**src/rtl/pstat_pkg.sv**
```systemverilog
// Package: shared bit positions, word layout and per-port state type for
// the root port status register pair. Assumes a 32-bit register bus.
package pstat_pkg;
    localparam int DATA_W   = 32;
    localparam int ADDR_W   = 8;
    localparam int B_ATT    = 0;   // attached, live
    localparam int B_ATTCHG = 1;   // attach changed, write-1-clear
    localparam int B_EN     = 2;   // enabled
    localparam int B_ERRDIS = 3;   // disabled by error, write-1-clear
    localparam int B_OVC    = 4;   // overcurrent, live
    localparam logic [DATA_W-1:0] FIXED_ONES = 32'h0000_3000;

    typedef struct packed {
        logic ovc;
        logic errdis;
        logic en;
        logic attchg;
        logic att;
    } port_state_t;

    // Assemble the software-visible word from one port's state.
    function automatic logic [DATA_W-1:0] pack_word(input port_state_t s);
        logic [DATA_W-1:0] w;
        w = FIXED_ONES;
        w[B_ATT]    = s.att;
        w[B_ATTCHG] = s.attchg;
        w[B_EN]     = s.en;
        w[B_ERRDIS] = s.errdis;
        w[B_OVC]    = s.ovc;
        return w;
    endfunction
endpackage

```
**src/rtl/pstat_flag.sv**
```systemverilog
// Module: sticky change flag. Hardware set has priority over a software
// write-1-clear arriving at the same edge, so no event is lost.
// Assumes set_i and clr_i are single-cycle qualified strobes.
module pstat_flag (
    input  logic clk,
    input  logic rst_n,
    input  logic set_i,
    input  logic clr_i,
    output logic flag_o
);
    // Hold the flag: reset to 0, set wins, else clear on request.
    always_ff @(posedge clk) begin
        if (!rst_n)      flag_o <= 1'b0;
        else if (set_i)  flag_o <= 1'b1;
        else if (clr_i)  flag_o <= 1'b0;
    end

    assert_set_wins_R10: assert property (@(posedge clk) disable iff (!rst_n)
        set_i |=> flag_o);
    assert_w1c_clears_R4: assert property (@(posedge clk) disable iff (!rst_n)
        (clr_i && !set_i) |=> !flag_o);
endmodule

```
**src/rtl/pstat_port.sv**
```systemverilog
// Module: state of one root port. It tracks attach, overcurrent and enable,
// and raises the two change flags. Assumes wr_i is already qualified by
// address and that the inputs are synchronous to clk.
module pstat_port
    import pstat_pkg::*;
(
    input  logic        clk,
    input  logic        rst_n,
    input  logic        wr_i,
    input  logic [3:1]  wbits_i,       // write data bits 3:1
    input  logic        dev_present_i,
    input  logic        ovc_i,
    input  logic        eof_err_i,
    input  logic        rst_done_i,
    input  logic        hs_dev_i,
    output port_state_t state_o,
    output logic        en_o
);
    logic att_q, ovc_q, en_q;
    logic attchg, errdis;
    logic discon, att_edge, err_kill, hw_enable, sw_disable;

    // Classify this cycle's events in priority order.
    always_comb begin
        att_edge   = dev_present_i != att_q;
        discon     = att_q && !dev_present_i;
        err_kill   = !ovc_i && !discon && eof_err_i && en_q;
        hw_enable  = !ovc_i && !discon && !err_kill && rst_done_i
                     && hs_dev_i && dev_present_i;
        sw_disable = wr_i && !wbits_i[B_EN];
    end

    // Sample live status inputs so they read as registered bits.
    always_ff @(posedge clk) begin
        if (!rst_n) begin
            att_q <= 1'b0;
            ovc_q <= 1'b0;
        end else begin
            att_q <= dev_present_i;
            ovc_q <= ovc_i;
        end
    end

    // Enable bit: forced off by overcurrent, disconnect, error or software.
    always_ff @(posedge clk) begin
        if (!rst_n)                       en_q <= 1'b0;
        else if (ovc_i || discon)         en_q <= 1'b0;
        else if (err_kill)                en_q <= 1'b0;
        else if (hw_enable)               en_q <= 1'b1;
        else if (sw_disable)              en_q <= 1'b0;
    end

    pstat_flag u_attchg (
        .clk(clk), .rst_n(rst_n),
        .set_i(att_edge),
        .clr_i(wr_i && wbits_i[B_ATTCHG]),
        .flag_o(attchg)
    );

    pstat_flag u_errdis (
        .clk(clk), .rst_n(rst_n),
        .set_i(err_kill),
        .clr_i(wr_i && wbits_i[B_ERRDIS]),
        .flag_o(errdis)
    );

    // Drive the state bundle and the enable output.
    always_comb begin
        state_o.att    = att_q;
        state_o.attchg = attchg;
        state_o.en     = en_q;
        state_o.errdis = errdis;
        state_o.ovc    = ovc_q;
        en_o           = en_q;
    end

    assert_att_follows_R3: assert property (@(posedge clk) disable iff (!rst_n)
        1'b1 |=> (att_q == $past(dev_present_i)));
    assert_change_seen_R4: assert property (@(posedge clk) disable iff (!rst_n)
        (dev_present_i != att_q) |=> attchg);
    assert_hw_only_enable_R5: assert property (@(posedge clk) disable iff (!rst_n)
        $rose(en_q) |-> $past(rst_done_i && hs_dev_i && !ovc_i));
    assert_errdis_cause_R7: assert property (@(posedge clk) disable iff (!rst_n)
        $rose(errdis) |-> $past(eof_err_i && en_q));
    assert_discon_off_R8: assert property (@(posedge clk) disable iff (!rst_n)
        (att_q && !dev_present_i) |=> !en_q);
    assert_ovc_blocks_R9: assert property (@(posedge clk) disable iff (!rst_n)
        ovc_q |-> !en_q);
endmodule

```
**src/rtl/usb_port_status_regs.sv**
```systemverilog
// Module: top of the root port status register pair. It instantiates one
// port state block per port and decodes the register bus. Assumes
// word-aligned full-width access with reads returned combinationally.
module usb_port_status_regs
    import pstat_pkg::*;
#(
    parameter int                  NUM_PORTS = 2,
    parameter logic [ADDR_W-1:0]   BASE_ADDR = 8'h64,
    parameter int                  STRIDE    = 4
) (
    input  logic                 clk,
    input  logic                 rst_n,
    input  logic [ADDR_W-1:0]    reg_addr,
    input  logic [DATA_W-1:0]    reg_wdata,
    input  logic                 reg_we,
    output logic [DATA_W-1:0]    reg_rdata,
    input  logic [NUM_PORTS-1:0] dev_present,
    input  logic [NUM_PORTS-1:0] ovc_in,
    input  logic [NUM_PORTS-1:0] eof_err,
    input  logic [NUM_PORTS-1:0] rst_done,
    input  logic [NUM_PORTS-1:0] hs_dev,
    output logic [NUM_PORTS-1:0] port_en
);
    port_state_t             st  [NUM_PORTS];
    logic [NUM_PORTS-1:0]    hit;
    logic                    unused_wbits;

    assign unused_wbits = ^{reg_wdata[DATA_W-1:4], reg_wdata[0]};

    for (genvar p = 0; p < NUM_PORTS; p++) begin : g_port
        localparam logic [ADDR_W-1:0] PADDR = ADDR_W'(BASE_ADDR + STRIDE * p);

        // Address match for this port's word.
        always_comb hit[p] = (reg_addr == PADDR);

        pstat_port u_port (
            .clk(clk), .rst_n(rst_n),
            .wr_i(reg_we && hit[p]),
            .wbits_i(reg_wdata[3:1]),
            .dev_present_i(dev_present[p]),
            .ovc_i(ovc_in[p]),
            .eof_err_i(eof_err[p]),
            .rst_done_i(rst_done[p]),
            .hs_dev_i(hs_dev[p]),
            .state_o(st[p]),
            .en_o(port_en[p])
        );

        assert_en_out_R11: assert property (@(posedge clk) disable iff (!rst_n)
            hit[p] |-> (reg_rdata[B_EN] == port_en[p]));
    end

    // Read mux: selected port word, zero for unmapped addresses.
    always_comb begin
        reg_rdata = '0;
        for (int p = 0; p < NUM_PORTS; p++)
            if (hit[p]) reg_rdata = pack_word(st[p]);
    end

    assert_fixed_ones_R2: assert property (@(posedge clk) disable iff (!rst_n)
        (|hit) |-> (reg_rdata[13:12] == 2'b11 && reg_rdata[31:14] == '0));
endmodule

```
**config.mk**
```make
export PLATFORM = sky130hd
export DESIGN_NAME = usb_port_status_regs
export DESIGN_NICKNAME = d
export VERILOG_FILES = /design/src/rtl/pstat_pkg.sv /design/src/rtl/pstat_flag.sv /design/src/rtl/pstat_port.sv /design/src/rtl/usb_port_status_regs.sv
export SDC_FILE = /design/constraint.sdc
export NUM_CORES = 1
export LEC_CHECK = 0
export BUFFER_PORTS_ARGS = -buffer_cell sky130_fd_sc_hd__buf_2
export CORE_ASPECT_RATIO = 0.7
export CORE_MARGIN = 8
export CORE_UTILIZATION = 35
export DETAILED_ROUTE_END_ITERATION = 7
export HOLD_SLACK_MARGIN = 0.06
export PLACE_DENSITY = 0.91
export REMOVE_ABC_BUFFERS = 1
export SLEW_MARGIN = 20
export SYNTH_ARGS = -nofsm -noshare
export SYNTH_HDL_FRONTEND = slang
export SYNTH_SLANG_ARGS = --single-unit
```
**constraint.sdc**
```tcl
create_clock -name clk -period 2.2 [get_ports clk]
set_input_delay 0 -clock clk [delete_from_list [all_inputs] [get_ports clk]]
set_output_delay 0 -clock clk [all_outputs]
set_load 0.1 [all_outputs]
```
==> results of run 1 <==
-- repair_timing --
| item | 4_1_cts | 5_1_grt |
|---|---|---|
| hold buffers | 14 | 0 |
| endpoints found under the setup margin | 0 | 1 |
| resized for setup | 0 | 2 |
| endpoints found under the hold margin | 9 | 0 |
| setup buffers | 0 | 0 |
-- synth_stat cells (all sizes together) --
cell type	count	share of area, %
or2	1	0.83
nand3	6	4.0
inv	2	1.0
nand2	4	2.0
a21oi	3	2.5
nand2b	4	3.3
buf	30	30
nor2	7	3.5
a21boi	4	4.0
nor2b	2	1.7
or4b	1	1.3
conb	1	0.50
ha	2	3.3
dfxtp	10	27
o41ai	6	7.0
a22oi	5	5.0
and2	4	3.3
-- report_power, final --
group / internal [mW] / switching [mW]
sequential: 0.189 / 0.00526
clock: 0.100 / 0.0631
combinational: 0.0450 / 0.228
-- cell usage in the layout, fill, tap and decap left out, types with 5 or more instances in the layout --
cell type / n
a22oi_1: 5
o41ai_1: 6
dlygate4sd3_1: 14
dfxtp_1: 10
buf_2: 32
conb_1: 25
nor2_1: 6
nand3_1: 6
-- stage by stage --
stage          cell area [um^2]  util, %  total power, mW  TNS, ns
5_1_grt                     988     47.4            0.659  -0.0263
3_5_place_dp                806     38.7            0.448        0
2_1_floorplan               616        -            0.416    -1.02
3_3_place_gp                806     38.7            0.447        0
6_report                    988     47.4            0.631        0
4_1_cts                     982     47.1            0.627        0
-- layer usage --
layer / GRT usage, % / up-vias
li1: - / 354
met1: 10.5 / 286
met2: 15.3 / 37
met3: 3.11 / 2
met4: 5.14 / 0
met5: 0 / -
-- cells by family after synthesis --
family / after synthesis / synth area share [%]
buffers and inverters: 32 / 31.1
AND/OR/NAND/NOR: 29 / 20.0
AO/OA/AOI/OAI: 18 / 18.5
flip-flops: 10 / 26.6
adder cells (fa/ha/maj): 2 / 3.33
other: 1 / 0.499
-- layout make-up --
| type | count | area (um^2) |
|---|---|---|
| Sequential cell | 10 | 200 |
| Fill cell | 207 | 1100 |
| Tap cell | 24 | 30.0 |
| Clock buffer | 4 | 36.3 |
| Multi-Input combinational cell | 74 | 414 |
| Timing Repair Buffer | 46 | 300 |
| Inverter | 2 | 7.51 |
-- registers in the layout (all words and copies together) (netlist names) --
register / cells
g_port.u_port.ovc_q: 2
g_port.u_port.att_q: 2
g_port.u_port.en_o: 2
g_port.u_port.u_attchg.flag_o: 2
g_port.u_port.u_errdis.flag_o: 2
-- worst reg2reg max path, cell delays in order, from the launching register on --
cell and delay [ns]:
dfxtp_1 0.33, ha_1 0.19, nor2_2 0.10, nand3_1 0.08, dlygate4sd3_1 0.59, a21oi_2 0.13, dlygate4sd3_1 0.55
-- final timing paths --
kind                                          from                               end  slack (ns)  depth (start not counted)
setup / recovery                    dev_present[0]             g_port[0].u_port.en_o        0.08                          9
hold / removal                        reg_wdata[1]  g_port[0].u_port.u_attchg.flag_o        0.15                          4
setup reg to reg            g_port[0].u_port.att_q             g_port[0].u_port.en_o        0.17                          6
hold reg to reg   g_port[1].u_port.u_errdis.flag_o  g_port[1].u_port.u_errdis.flag_o        0.47                          2
==> results.rst, run 1 <==
.. list-table::
   :header-rows: 1

   * - Metric
     - Value
   * - HPWL reported at the end of detailed placement
     - about 1500 um
   * - Drt wl/cell
     - approximately 13 um
   * - Clock Root Buffer
     - clkbuf_4
   * - Biggest cell delay along the critical path
     - 0.59 ns
   * - Clock transition time at the flip-flop clock pins of the worst setup and hold paths
     - around 0.06 ns
   * - Finish-stage setup viols
     - 0
   * - Summed instance area of the synthesized netlist
     - ~750 um^2
   * - Setup ws final
     - between 0.08 and 0.09 ns
   * - Post-synthesis sequential area ratio
     - a little over a quarter
   * - Cell count after synthesis
     - slightly above 90
   * - Path category of the worst min-delay check
     - primary input to flip-flop
   * - Count of final max-slew check failures
     - 0
   * - ANT nets after route
     - 0
   * - Vias in the first global route
     - 609
   * - Endpoint required time on the critical path
     - around 2.4 ns
   * - Number of antenna violations at the first check in global routing
     - 0
   * - Top layer in use
     - met4
   * - Crit path buffers/inverters
     - 5
   * - H-tree Lvls
     - 1
   * - Number of port buffers
     - 32
   * - Mean instance size in the synthesized netlist
     - 8.17 um^2
   * - First-pass GRT wire length
     - 2770 um
   * - Kind of cell with the highest combined delay on the critical path
     - buffers and inverters
   * - Clock period minus worst slack
     - 2.12 ns
   * - Hold violation count in the final report
     - 0
   * - Startpoint Class
     - primary input
   * - Worst clock skew on the final layout
     - roughly 0.008 ns
   * - Cell-by-cell listing of the critical path
     - dlygate4sd3_1 -> buf_2 -> inv_1 -> ha_1 -> nor2_2 -> nand3_1 -> dlygate4sd3_1 -> a21oi_2 -> dlygate4sd3_1
   * - Effective utilization at floorplan
     - between 30 and 40%
   * - Detailed route wirelength on metal2
     - slightly above 1000 um
   * - Cell at the slowest stage of the critical path
     - dlygate4sd3_1
   * - Power density over the cells
     - ~640 mW/mm^2
   * - Iteration-0 DRC count of the detailed router
     - 43
   * - First-pass DRT Iterations
     - 4
   * - Outcome
     - completed
   * - Total routed wire length on the met1 layer
     - ~790 um
   * - Boundary Pins
     - just under 90
   * - Peak supply drop
     - about 0.00015 V
   * - Area of the core
     - 0.00208 mm^2
   * - Routability congestion estimate from global placement
     - around 0.77
   * - Die boundary width
     - a little over 70 um
   * - Longest Clk Path Bufs
     - 2
   * - Area of the die
     - ~0.0039 mm^2
   * - Final standard cell count with taps included and fillers excluded
     - between 150 and 200
   * - Synthesis-to-finish area growth
     - 31.4%
   * - Setup WS pre-CTS
     - roughly 0.55 ns
   * - Crit Path Max Fanout
     - 3
   * - Met3 wire length
     - around 220 um
   * - Setup CP Type
     - primary input to flip-flop
   * - Yosys cell types
     - 21
   * - # nets final
     - approximately 190
   * - Drt total wl
     - 2060 um
   * - Clock buffer count from CTS
     - 3
   * - Flop and latch count out of synthesis
     - 10
   * - Mean number of vias per cell
     - 4.24
   * - Library cell appearing most often on the critical path
     - dlygate4sd3_1
   * - Synthesis Warnings
     - 0
   * - FP Rows
     - 14
   * - Peak clock frequency supported by timing
     - 472 MHz
   * - GRT Util Overall
     - under 10%
   * - Maximum number of pins on one net before global-route repair
     - 11
   * - Via count
     - 679
   * - Reported max-cap violation count
     - 0
   * - Arrival time worst endpoint
     - 2.32 ns
   * - GR Overflow Total
     - 0
   * - Proportion of layout cells with a drive suffix above 1
     - between 20% and 30%
   * - Clock sink count
     - 10
   * - Type of element capturing the critical path
     - flip-flop
   * - Die outline height
     - about 55 um
   * - Ratio of final minimum period to clock period
     - around 96%
   * - Clock network latency to the later pin of the worst-skew pair
     - approximately 0.26 ns
   * - Antenna diode count
     - 0
   * - Static leakage power
     - between 0.4 and 0.5 nW
   * - Final worst hold slack
     - 0.152 ns
   * - CTS tree
     - yes
   * - Remaining design rule violation count
     - 0
   * - Placed Cells
     - 142
(Power assumes the default switching activity.)
==> run 2: changes to the inputs <==
--- a/config.mk
+++ b/config.mk
@@ -12,7 +12,6 @@
 export DETAILED_ROUTE_END_ITERATION = 7
 export HOLD_SLACK_MARGIN = 0.06
 export PLACE_DENSITY = 0.91
-export REMOVE_ABC_BUFFERS = 1
 export SLEW_MARGIN = 20
 export SYNTH_ARGS = -nofsm -noshare
 export SYNTH_HDL_FRONTEND = slang
==> run 2 against run 1 <==
  * First-iteration DRC count unchanged
  * Die area unchanged
  * Setup slack better by 0.38 ns
  * Clock skew is 0.0058 ns lower
  * Utilization increased by 0.060 points
  * Clock power about the same
  * Sequential power about the same
  * Critical endpoint is now g_port[1].u_port.en_o
  * Global-route usage is 0.19 points lower
  * Non-clock buffer count is the same
  * Maximum frequency increased by 22%
  * Count of clock-buffer cells in the layout unchanged
  * Register-to-register slack better by 0.53 ns
==> results.rst, run 2 (same netlist as run 1, synthesis figures left out) <==
.. list-table::
   :header-rows: 1

   * - Metric
     - Value
   * - Power density over the cells
     - 633 mW/mm^2 (-0.76%)
   * - Clock sink count
     - 10 (unchanged)
   * - GRT Util Overall
     - 9.01% (-0.19 points)
   * - Outcome
     - completed
   * - RSZ-0062 raised after global routing
     - no
   * - FP Rows
     - 14 (unchanged)
   * - Cell at the slowest stage of the critical path
     - dlygate4sd3_1
   * - Share of total power in sequential cells
     - 31.0% (about the same)
   * - Area after DPL
     - 813 um^2 (+0.93%)
   * - Number of stages on the worst hold path
     - 4 (unchanged)
   * - Launching instance or port of the critical path
     - rst_done[1]
   * - Die boundary width
     - 71.4 um (unchanged)
   * - Flip-flop and latch area
     - 200 um^2 (unchanged)
   * - Net switching power of the design
     - 294 uW (-0.80%)
   * - Clock buffer count from CTS
     - 3 (unchanged)
   * - Switch share
     - 46.9% (-0.075 points)
   * - First-pass GRT wire length
     - 2660 um (-4.0%)
   * - Fill cell total of the finished layout
     - 213 (+2.9%)
   * - Worst clock skew on the final layout
     - 0.00217 ns (-0.00578 ns)
   * - Quantity of hold-fixing buffers added after cts
     - 14 (unchanged)
   * - Worst flop-to-flop path startpoint
     - g_port[0].u_port.att_q
   * - Count of final max-slew check failures
     - 0 (unchanged)
   * - Final standard cell utilization of the core
     - 47.5% (+0.060 points)
   * - GR Overflow Total
     - 0 (unchanged)
   * - Setup CP Type
     - primary input to flip-flop
   * - Type of element capturing the critical path
     - flip-flop
   * - Drt wl/cell
     - 12.1 um (-6.4%)
   * - Routability congestion estimate from global placement
     - 0.753 (-1.7%)
   * - Vias in the first global route
     - 578 (-5.1%)
   * - Clock Root Buffer
     - clkbuf_4
   * - Final standard cell count with taps included and fillers excluded
     - 160 (unchanged)
   * - Endpoint required time on the critical path
     - 2.35 ns (-0.05 ns)
   * - Proportion of layout cells with a drive suffix above 1
     - 27.2% (-1.5 points)
   * - Setup WS pre-CTS
     - 0.512 ns (-0.0333 ns)
   * - Final instance area
     - 990 um^2 (+0.13%)
   * - Combinational cell fraction of total power
     - 42.9% (-0.3 points)
   * - Cell-by-cell listing of the critical path
     - dlygate4sd3_1 -> buf_2 -> nand3_1 -> dlygate4sd3_1 -> a21oi_1 -> dlygate4sd3_1
   * - Area of the core
     - 0.00208 mm^2 (unchanged)
   * - Longest Clk Path Bufs
     - 2 (unchanged)
   * - HPWL reported at the end of detailed placement
     - 1540 um (about the same)
   * - Most frequent cells in the layout
     - 32 x buf_2, 25 x conb_1, 14 x dlygate4sd3_1
   * - R2r worst-path depth
     - 5 (-1)
   * - Placed Cells
     - 142 (unchanged)
   * - Biggest cell delay along the critical path
     - 0.56 ns (-0.03 ns)
   * - Share of total power in the clock network
     - 26.1% (+0.2 points)
   * - CTS tree
     - yes
   * - Area of the die
     - 0.00391 mm^2 (unchanged)
   * - Number of port buffers
     - 32 (unchanged)
   * - Static leakage power
     - 0.481 nW (+0.13%)
   * - Number of resized instances in the post-cts repair step
     - 0 (unchanged)
   * - Ratio of final minimum period to clock period
     - 79.1% (-17 points)
   * - Final sum of negative setup slack
     - 0 ns (unchanged)
   * - # nets final
     - 192 (unchanged)
   * - First-pass DRT Iterations
     - 4 (unchanged)
   * - H-tree Lvls
     - 1 (unchanged)
   * - Crit Path Max Fanout
     - 1 (-2)
   * - Path category of the worst min-delay check
     - primary input to flip-flop
   * - Synthesis-to-finish area growth
     - 31.6%
   * - Clock period minus worst slack
     - 1.74 ns (-0.377 ns)
   * - Hold violation count in the final report
     - 0 (unchanged)
   * - ANT nets after route
     - 0 (unchanged)
   * - Number of antenna violations at the first check in global routing
     - 0 (unchanged)
   * - Die outline height
     - 54.8 um (unchanged)
   * - Peak clock frequency supported by timing
     - 575 MHz (+22%)
   * - Hold Crit Start
     - reg_wdata[1]
   * - Clock transition time at the flip-flop clock pins of the worst setup and hold paths
     - 0.06 ns (about the same)
   * - Post-CTS Setup Repair Bufs
     - 0 (unchanged)
   * - Remaining design rule violation count
     - 0 (unchanged)
   * - Reported max-cap violation count
     - 0 (unchanged)
   * - Area of the multi-input gates
     - 415 um^2 (+0.30%)
   * - Library cell appearing most often on the critical path
     - dlygate4sd3_1
   * - Startpoint Class
     - primary input
   * - Drt total wl
     - 1930 um (-6.4%)
   * - Maximum number of pins on one net before global-route repair
     - 11 (unchanged)
   * - Clock network latency to the later pin of the worst-skew pair
     - 0.26 ns (about the same)
   * - Peak supply drop
     - 0.000315 V (+100%)
   * - Setup ws final
     - 0.460 ns (+0.377 ns)
   * - Mean number of vias per cell
     - 4.29 (+1.2%)
   * - Internal power summed over all cells
     - 333 uW (-0.50%)
   * - Iteration-0 DRC count of the detailed router
     - 43 (unchanged)
   * - Boundary Pins
     - 87 (unchanged)
   * - Antenna diode count
     - 0 (unchanged)
   * - Effective utilization at floorplan
     - 36.1% (unchanged)
   * - Arrival time worst endpoint
     - 1.89 ns (-0.43 ns)
   * - Commonest non-fill, non-tap cell in the layout
     - buf_2
   * - Finish-stage setup viols
     - 0 (unchanged)
   * - Via count
     - 687 (+1.2%)
[run 2: final cells by class]
type / instances / area share, %
timing repair buffer: 46 / 30.3
tap: 24 / 3.03
multi-input combinational: 74 / 42.0
sequential: 10 / 20.2
clock buffer: 4 / 3.67
inverter: 2 / 0.759
[run 2: final timing paths]
kind                                                          to  slack [ns]
worst min register to register  g_port[0].u_port.u_attchg.flag_o        0.48
worst max register to register  g_port[0].u_port.u_errdis.flag_o        0.70
worst min-delay path            g_port[0].u_port.u_attchg.flag_o        0.15
worst max-delay path                       g_port[1].u_port.en_o        0.46
[run 2: per-layer routing]
metal	track usage (%)	vias to the layer above	routed length, um
met4	6.51	0	51
met3	4.94	4	231
met2	13.4	37	882
met5	0	-	0
met1	9.85	294	764
li1	-	352	-
[run 2: power by group through the flow]
stage | Sequential [mW] | Clock [mW] | Combinational, mW
after global placement | 0.199 | 0 | 0.249
after floorplan | 0.197 | 0 | 0.257
after CTS | 0.194 | 0.169 | 0.266
final | 0.195 | 0.163 | 0.269
after global routing | 0.195 | 0.182 | 0.280
after detailed placement | 0.199 | 0 | 0.251
[run 2: per-stage QoR]
step	total power, mW	hold WS [ns]
4_1_cts	0.630	0.146
3_3_place_gp	0.448	0.224
2_1_floorplan	0.454	0.122
6_report	0.627	0.153
3_5_place_dp	0.449	0.224
5_1_grt	0.657	0.149
[run 2: worst max-delay path: cells and delay by family]
family	cells	cell delay [ns]
AOI/OAI and AO/OA	1	0.05
and+or+nand+nor	1	0.07
buffers and inverters	4	1.78
